**src/rtl/recip_est_pkg.sv**
```systemverilog
package recip_est_pkg;

  typedef enum logic [1:0] {
    OPC_NAN  = 2'd0,
    OPC_BIG  = 2'd1,
    OPC_TINY = 2'd2,
    OPC_NORM = 2'd3
  } op_class_e;

  // Seed for bucket q in [2^w, 2^(w+1)): round(2^(2w+2)/(2q+1)) - 2^w
  function automatic int seed_calc(input int q, input int w);
    longint num;
    longint den;
    longint val;
    num = longint'(1) << (2 * w + 2);
    den = 2 * longint'(q) + 1;
    val = (2 * num + den) / (2 * den);
    return int'(val - (longint'(1) << w));
  endfunction

endpackage

```
**src/rtl/recip_operand_class.sv**
```systemverilog
module recip_operand_class #(
  parameter int EXP_W  = 8,
  parameter int FRAC_W = 23
) (
  input  logic [EXP_W-1:0]          exp_f,
  input  logic [FRAC_W-1:0]         frac_f,
  output recip_est_pkg::op_class_e  op_class
);
  import recip_est_pkg::*;

  localparam int BIAS    = (1 << (EXP_W - 1)) - 1;
  localparam int BIG_MIN = 2 * BIAS - 1;

  logic exp_max;
  logic exp_zero;
  logic frac_nz;
  logic exp_big;

  always_comb begin
    exp_max  = &exp_f;
    exp_zero = ~|exp_f;
    frac_nz  = |frac_f;
    exp_big  = exp_f >= EXP_W'(BIG_MIN);
    if (exp_max && frac_nz) begin
      op_class = OPC_NAN;
    end else if (exp_big) begin
      op_class = OPC_BIG;
    end else if (exp_zero) begin
      op_class = OPC_TINY;
    end else begin
      op_class = OPC_NORM;
    end
  end

endmodule

```
**src/rtl/recip_seed_rom.sv**
```systemverilog
module recip_seed_rom #(
  parameter int IDX_W = 8
) (
  input  logic [IDX_W-1:0] idx,
  output logic [IDX_W-1:0] seed
);
  import recip_est_pkg::*;

  localparam int DEPTH = 1 << IDX_W;

  logic [IDX_W-1:0] rom [DEPTH];

  for (genvar i = 0; i < DEPTH; i++) begin : g_entry
    assign rom[i] = IDX_W'(seed_calc(DEPTH + i, IDX_W));
  end

  assign seed = rom[idx];

endmodule

```
**src/rtl/recip_result_mux.sv**
```systemverilog
module recip_result_mux #(
  parameter int EXP_W  = 8,
  parameter int FRAC_W = 23,
  parameter int IDX_W  = 8
) (
  input  recip_est_pkg::op_class_e  op_class,
  input  logic                      sign_f,
  input  logic [EXP_W-1:0]          exp_f,
  input  logic [FRAC_W-1:0]         frac_f,
  input  logic [IDX_W-1:0]          seed,
  output logic [EXP_W+FRAC_W:0]     result
);
  import recip_est_pkg::*;

  localparam int BIAS     = (1 << (EXP_W - 1)) - 1;
  localparam int RES_BASE = 2 * BIAS - 1;
  localparam int PAD_W    = FRAC_W - IDX_W;

  logic [EXP_W-1:0] res_exp;

  always_comb begin
    res_exp = EXP_W'(RES_BASE) - exp_f;
    unique case (op_class)
      OPC_NAN:  result = {sign_f, exp_f, frac_f};
      OPC_BIG:  result = {sign_f, {(EXP_W + FRAC_W){1'b0}}};
      OPC_TINY: result = {sign_f, {EXP_W{1'b1}}, {FRAC_W{1'b0}}};
      default:  result = {sign_f, res_exp, seed, {PAD_W{1'b0}}};
    endcase
  end

endmodule

```
**src/rtl/recip_est_unit.sv**
```systemverilog
module recip_est_unit #(
  parameter int EXP_W  = 8,
  parameter int FRAC_W = 23,
  parameter int IDX_W  = 8,
  localparam int WORD_W = 1 + EXP_W + FRAC_W
) (
  input  logic              clk,
  input  logic              rst_n,
  input  logic              op_valid,
  input  logic [WORD_W-1:0] op_word,
  output logic              res_valid,
  output logic [WORD_W-1:0] res_word
);
  import recip_est_pkg::*;

  logic              sign_f;
  logic [EXP_W-1:0]  exp_f;
  logic [FRAC_W-1:0] frac_f;
  logic [IDX_W-1:0]  idx;
  logic [IDX_W-1:0]  seed;
  op_class_e         op_class;
  logic [WORD_W-1:0] assembled;

  logic              valid_d;
  logic              valid_q;
  logic [WORD_W-1:0] word_d;
  logic [WORD_W-1:0] word_q;

  assign sign_f = op_word[WORD_W-1];
  assign exp_f  = op_word[FRAC_W +: EXP_W];
  assign frac_f = op_word[FRAC_W-1:0];
  assign idx    = frac_f[FRAC_W-1 -: IDX_W];

  recip_operand_class #(
    .EXP_W  (EXP_W),
    .FRAC_W (FRAC_W)
  ) u_class (
    .exp_f    (exp_f),
    .frac_f   (frac_f),
    .op_class (op_class)
  );

  recip_seed_rom #(
    .IDX_W (IDX_W)
  ) u_rom (
    .idx  (idx),
    .seed (seed)
  );

  recip_result_mux #(
    .EXP_W  (EXP_W),
    .FRAC_W (FRAC_W),
    .IDX_W  (IDX_W)
  ) u_mux (
    .op_class (op_class),
    .sign_f   (sign_f),
    .exp_f    (exp_f),
    .frac_f   (frac_f),
    .seed     (seed),
    .result   (assembled)
  );

  always_comb begin
    valid_d = op_valid;
    word_d  = word_q;
    if (op_valid) begin
      word_d = assembled;
    end
  end

  always_ff @(posedge clk or negedge rst_n) begin
    if (!rst_n) begin
      valid_q <= 1'b0;
      word_q  <= '0;
    end else begin
      valid_q <= valid_d;
      word_q  <= word_d;
    end
  end

  assign res_valid = valid_q;
  assign res_word  = word_q;

endmodule

```
**config.mk**
```make
export PLATFORM = sky130hd
export DESIGN_NAME = recip_est_unit
export DESIGN_NICKNAME = d
export VERILOG_FILES = /design/src/rtl/recip_est_pkg.sv /design/src/rtl/recip_operand_class.sv /design/src/rtl/recip_seed_rom.sv /design/src/rtl/recip_result_mux.sv /design/src/rtl/recip_est_unit.sv
export SDC_FILE = /design/constraint.sdc
export NUM_CORES = 1
export LEC_CHECK = 0
export BUFFER_PORTS_ARGS = -buffer_cell sky130_fd_sc_hd__buf_2
export CORE_MARGIN = 10
export CORE_UTILIZATION = 27
export DETAILED_ROUTE_END_ITERATION = 8
export SLEW_MARGIN = 20
export SYNTH_ARGS = -nofsm -noshare
export SYNTH_HDL_FRONTEND = slang
export SYNTH_SLANG_ARGS = --single-unit
export TNS_END_PERCENT = 30
```
**constraint.sdc**
```tcl
create_clock -name clk -period 1.3 [get_ports clk]
set_clock_uncertainty 0.05 [all_clocks]
set_input_delay 0.13 -clock clk [delete_from_list [all_inputs] [get_ports clk]]
set_output_delay 0.13 -clock clk [all_outputs]
set_load 0.01 [all_outputs]
```
==> reports/metrics.csv <==
stage,metric,value,unit
outcome,status,"finished, violations left",
outcome,failing checks,setup timing,
hold_path,Hold Crit Class,in2reg,
cells_and_area,multi-input logic area,2610,um^2
routing,# DRC,0,
timing,Rel. slew slack,72.6,%
timing,final worst slack,-0.269,ns
synthesis,Mapped Avg Cell Area,8.16,um^2
clock_network,CTS Buffer Depth,2,
power,Clk network pwr share,29.9,%
critical_path,worst-path fanout max,8,
cells_and_area,Final Instance Area,5140,um^2
power,Combinational Power Share,39.6,%
power,leakage power,2.27,nW
critical_path,Worst EP arrival,1.69,ns
synthesis,net count after synthesis,466,
synthesis,Main synth FF type,dfrtp_1,
synthesis,number of synthesized flops with an enable pin,0,
floorplanning,initial core utilization,27.9,%
clock_network,clk_lat worst skew,0.27,ns
routing,Vias/cell,5.32,
cells_and_area,Inserted Diodes,0,
timing,Worst-Margin Slew,0.411,ns
critical_path,Reg2Reg Launch Point,res_word[19],
routing,"antenna viol nets, final",0,
power,net switching power,1.23,mW
cells_and_area,Fillers,1228,
clock_network,CTS H-tree depth,2,
place,buffers added on ports,67,
clock_network,TritonCTS Sinks,33,
synthesis,cell accounting for the most synthesized area,dfrtp_1,
synthesis,"Cell Area, Synth",3380,um^2
place,Routability Congestion,0.927,
floorplanning,Die Footprint,17400,um^2
power,switching share of power,33.1,%
critical_path,critical path launch point,op_word[15],
floorplanning,Die Height,132,um
power,Pwr Density,723,nW/um^2
floorplanning,io pins,68,
cells_and_area,utilization after layout,42.5,%
timing,Final Hold Vio Count,0,
synthesis,ranking of synthesized cells by area,"dfrtp_1 24%, ha_1 6.3%, nand2_1 5.4%, o2bb2ai_2 4.4%, nor2_1 3.8%",
synthesis,Post-Synthesis Cells,414,
grt,Tot GR Track Use,13.6,%
critical_path,worst path required time,1.42,ns
timing,Final Cycle Share,121,%
timing,RSZ-0062 raised after global routing,true,
critical_path,"Slowest-stage cell, CP",mux4_2,
critical_path,cell mode on critical path,ha_4,
critical_path,R2R cell count,1,
grt,first-pass GRT wire length,20200,um
cells_and_area,final-stage net count,617,
synthesis,fraction of registers with async set/reset,100,%
place,dpl hpwl,9830,um
critical_path,critical path type,in2reg,
routing,starting DRC count in detailed routing,428,
synthesis,"Seq/Total Area, Yosys",24.4,%
power,VDD IR max,0.430,mV
place,dpl cell area,4630,um^2
clock_network,CTS tree,built,
grt,vias in the first global route,3764,
synthesis,number of synthesized register bits,33,
critical_path,CP Cell Sequence,"buf_12, inv_8, ha_4, inv_4, ha_4, nor2_4, mux4_2, a21oi_2, a221oi_2, o31ai_1",
floorplanning,Rows,40,
routing,Routed wire per std cell,16.8,um
synthesis,top cell type's share of synthesized area,24.4,%
cells_and_area,P&R area growth vs syn,52.2,%
critical_path,CP Capture Type,flop,
synthesis,synth warn,0,
cells_and_area,register area,826,um^2
timing,Max Slew Vio Count,0,
timing,min Tclk post-route,1.57,ns
routing,final wirelength,12400,um
power,P_int,2.49,mW
grt,total gr overflow,0,
timing,FMAX,0.637,GHz
hold_path,Hold Crit Start,op_word[31],
clock_network,total CTS buffers,5,
clock_network,clock root buffer,clkbuf_16,
cells_and_area,ratio of cells with drive above 1 in the final layout,49.3,%
timing,# setup viols final,31,
floorplanning,Core Region,12100,um^2
power,Seq pwr share,30.5,%
floorplanning,die width,132,um
critical_path,Startpoint Class,input port,
clock_network,clk slew on worst S/H paths,0.05,ns
grt,largest net degree at the start of global routing,34,
run,Max Cap Viol,0,
grt,initial antenna violation count,0,
critical_path,max incr delay on CP,0.47,ns
synthesis,Synth cell types,69,
hold_path,hold depth,2,
routing,Vias,3907,
routing,Pre-antenna DRT Iters,5,
-- worst max-delay path, delay by kind of cell --
kind	cells	cell delay [ns]
buffers and inverters	3	0.23
muxes	1	0.47
and+or+nand+nor	1	0.04
AOI/OAI and AO/OA	3	0.45
adders and majority gates	2	0.37
-- cells by family (layout without fill, tap and decap cells) --
group	Yosys count	after routing	share of synthesized area (%)
AOI/OAI and AO/OA	146	146	33.2
DFF	33	33	24.4
and+or+nand+nor	146	146	20.6
buffers and inverters	52	204	7.85
xor gates and xnor gates	7	7	1.81
adders and majority gates	17	17	6.29
muxes	13	13	5.78
-- routing by layer --
metal	part of all wire, %	vias up	routed length (um)	GRT usage, %
met5	0	-	0	0
li1	-	1859	-	-
met1	46	1841	5740	18.7
met2	44	191	5390	20.8
met4	0.91	0	112	2.41
met3	9.1	16	1130	3.96
-- cell usage in the layout, fill, tap and decap left out, drive strengths merged, types with 7 or more instances in the layout --
master,n
o211ai,10
nand3,12
a31oi,10
a211oi,8
o2bb2ai,15
nand2b,8
dfrtp,33
nor3,10
a21oi,28
ha,17
inv,10
o21ai,24
nand2,49
buf,182
nor4,7
nor2,36
-- power by group through the flow --
stage	logic (mW)	clock network (mW)	registers (mW)
after global routing	1.60	1.17	1.14
after floorplan	0.704	0	1.18
after CTS	1.39	1.14	1.13
after global placement	1.32	0	1.15
final	1.47	1.11	1.13
after detailed placement	1.32	0	1.15
-- metrics by stage --
step | power (mW) | setup WS [ns] | setup TNS [ns] | instances | hold slack (ns)
after detailed placement | 2.47 | -0.746 | -19.03 | 719 | 0.131
after global placement | 2.47 | -0.752 | -18.78 | 719 | 0.126
after global routing | 3.91 | -0.331 | -8.03 | 734 | 0.0499
after CTS | 3.66 | -0.294 | -6.79 | 731 | 0.0488
final | 3.72 | -0.269 | -5.97 | 734 | 0.0490
after floorplan | 1.88 | -0.487 | -12.10 | 414 | -0.216
-- layout make-up --
class / count / area share (%)
Tap cell: 168 / 4.09
Clock inverter: 3 / 0.340
Inverter: 13 / 1.53
Clock buffer: 5 / 2.43
Sequential cell: 33 / 16.1
Timing Repair Buffer: 183 / 24.8
Multi-Input combinational cell: 329 / 50.7
-- registers in the layout, summed over array words and instances (netlist names) --
register	cells
res_word	32
res_valid	1
-- path summary, 6_finish.rpt --
| check | slack [ns] | end |
|---|---|---|
| worst max register to register | 0.36 | res_word[19] |
| worst min-delay path | 0.05 | res_word[31] |
| worst min register to register | 0.43 | res_word[4] |
| max in group asynchronous | 0.53 | res_word[20] |
| worst max-delay path | -0.27 | res_word[16] |
| min in group asynchronous | 0.38 | res_word[28] |
-- cells in the mapped netlist (3+ instances only) --
| cell type | number |
|---|---|
| a211oi_1 | 8 |
| a21oi_1 | 22 |
| a21oi_2 | 6 |
| a221oi_1 | 3 |
| a2bb2oi_2 | 3 |
| a31oi_1 | 10 |
| and2_1 | 3 |
| and3_1 | 3 |
| buf_2 | 10 |
| buf_6 | 5 |
| clkbuf_1 | 22 |
| dfrtp_1 | 33 |
| ha_1 | 17 |
| inv_1 | 12 |
| mux2i_1 | 6 |
| mux4_2 | 5 |
| nand2_1 | 49 |
| nand2b_1 | 8 |
| nand3_1 | 12 |
| nor2_1 | 34 |
| nor2b_1 | 5 |
| nor3_1 | 10 |
| nor4_1 | 7 |
| o211ai_1 | 10 |
| o21a_1 | 3 |
| o21ai_0 | 21 |
| o21ai_1 | 3 |
| o22ai_1 | 5 |
| o2bb2ai_1 | 5 |
| o2bb2ai_2 | 10 |
| o311ai_0 | 5 |
| o31ai_1 | 4 |
| xnor2_1 | 3 |
| xor2_1 | 4 |
-- what timing repair did --
item	4_1_cts	5_1_grt
pin swaps	12	20
gates resized for setup	43	41
setup buffers	3	4
gates cloned	0	0
setup endpoints to repair	31	31
hold endpoints to repair	33	0
hold buffers	1	0
No activity file was read; power rests on OpenSTA's default activity.
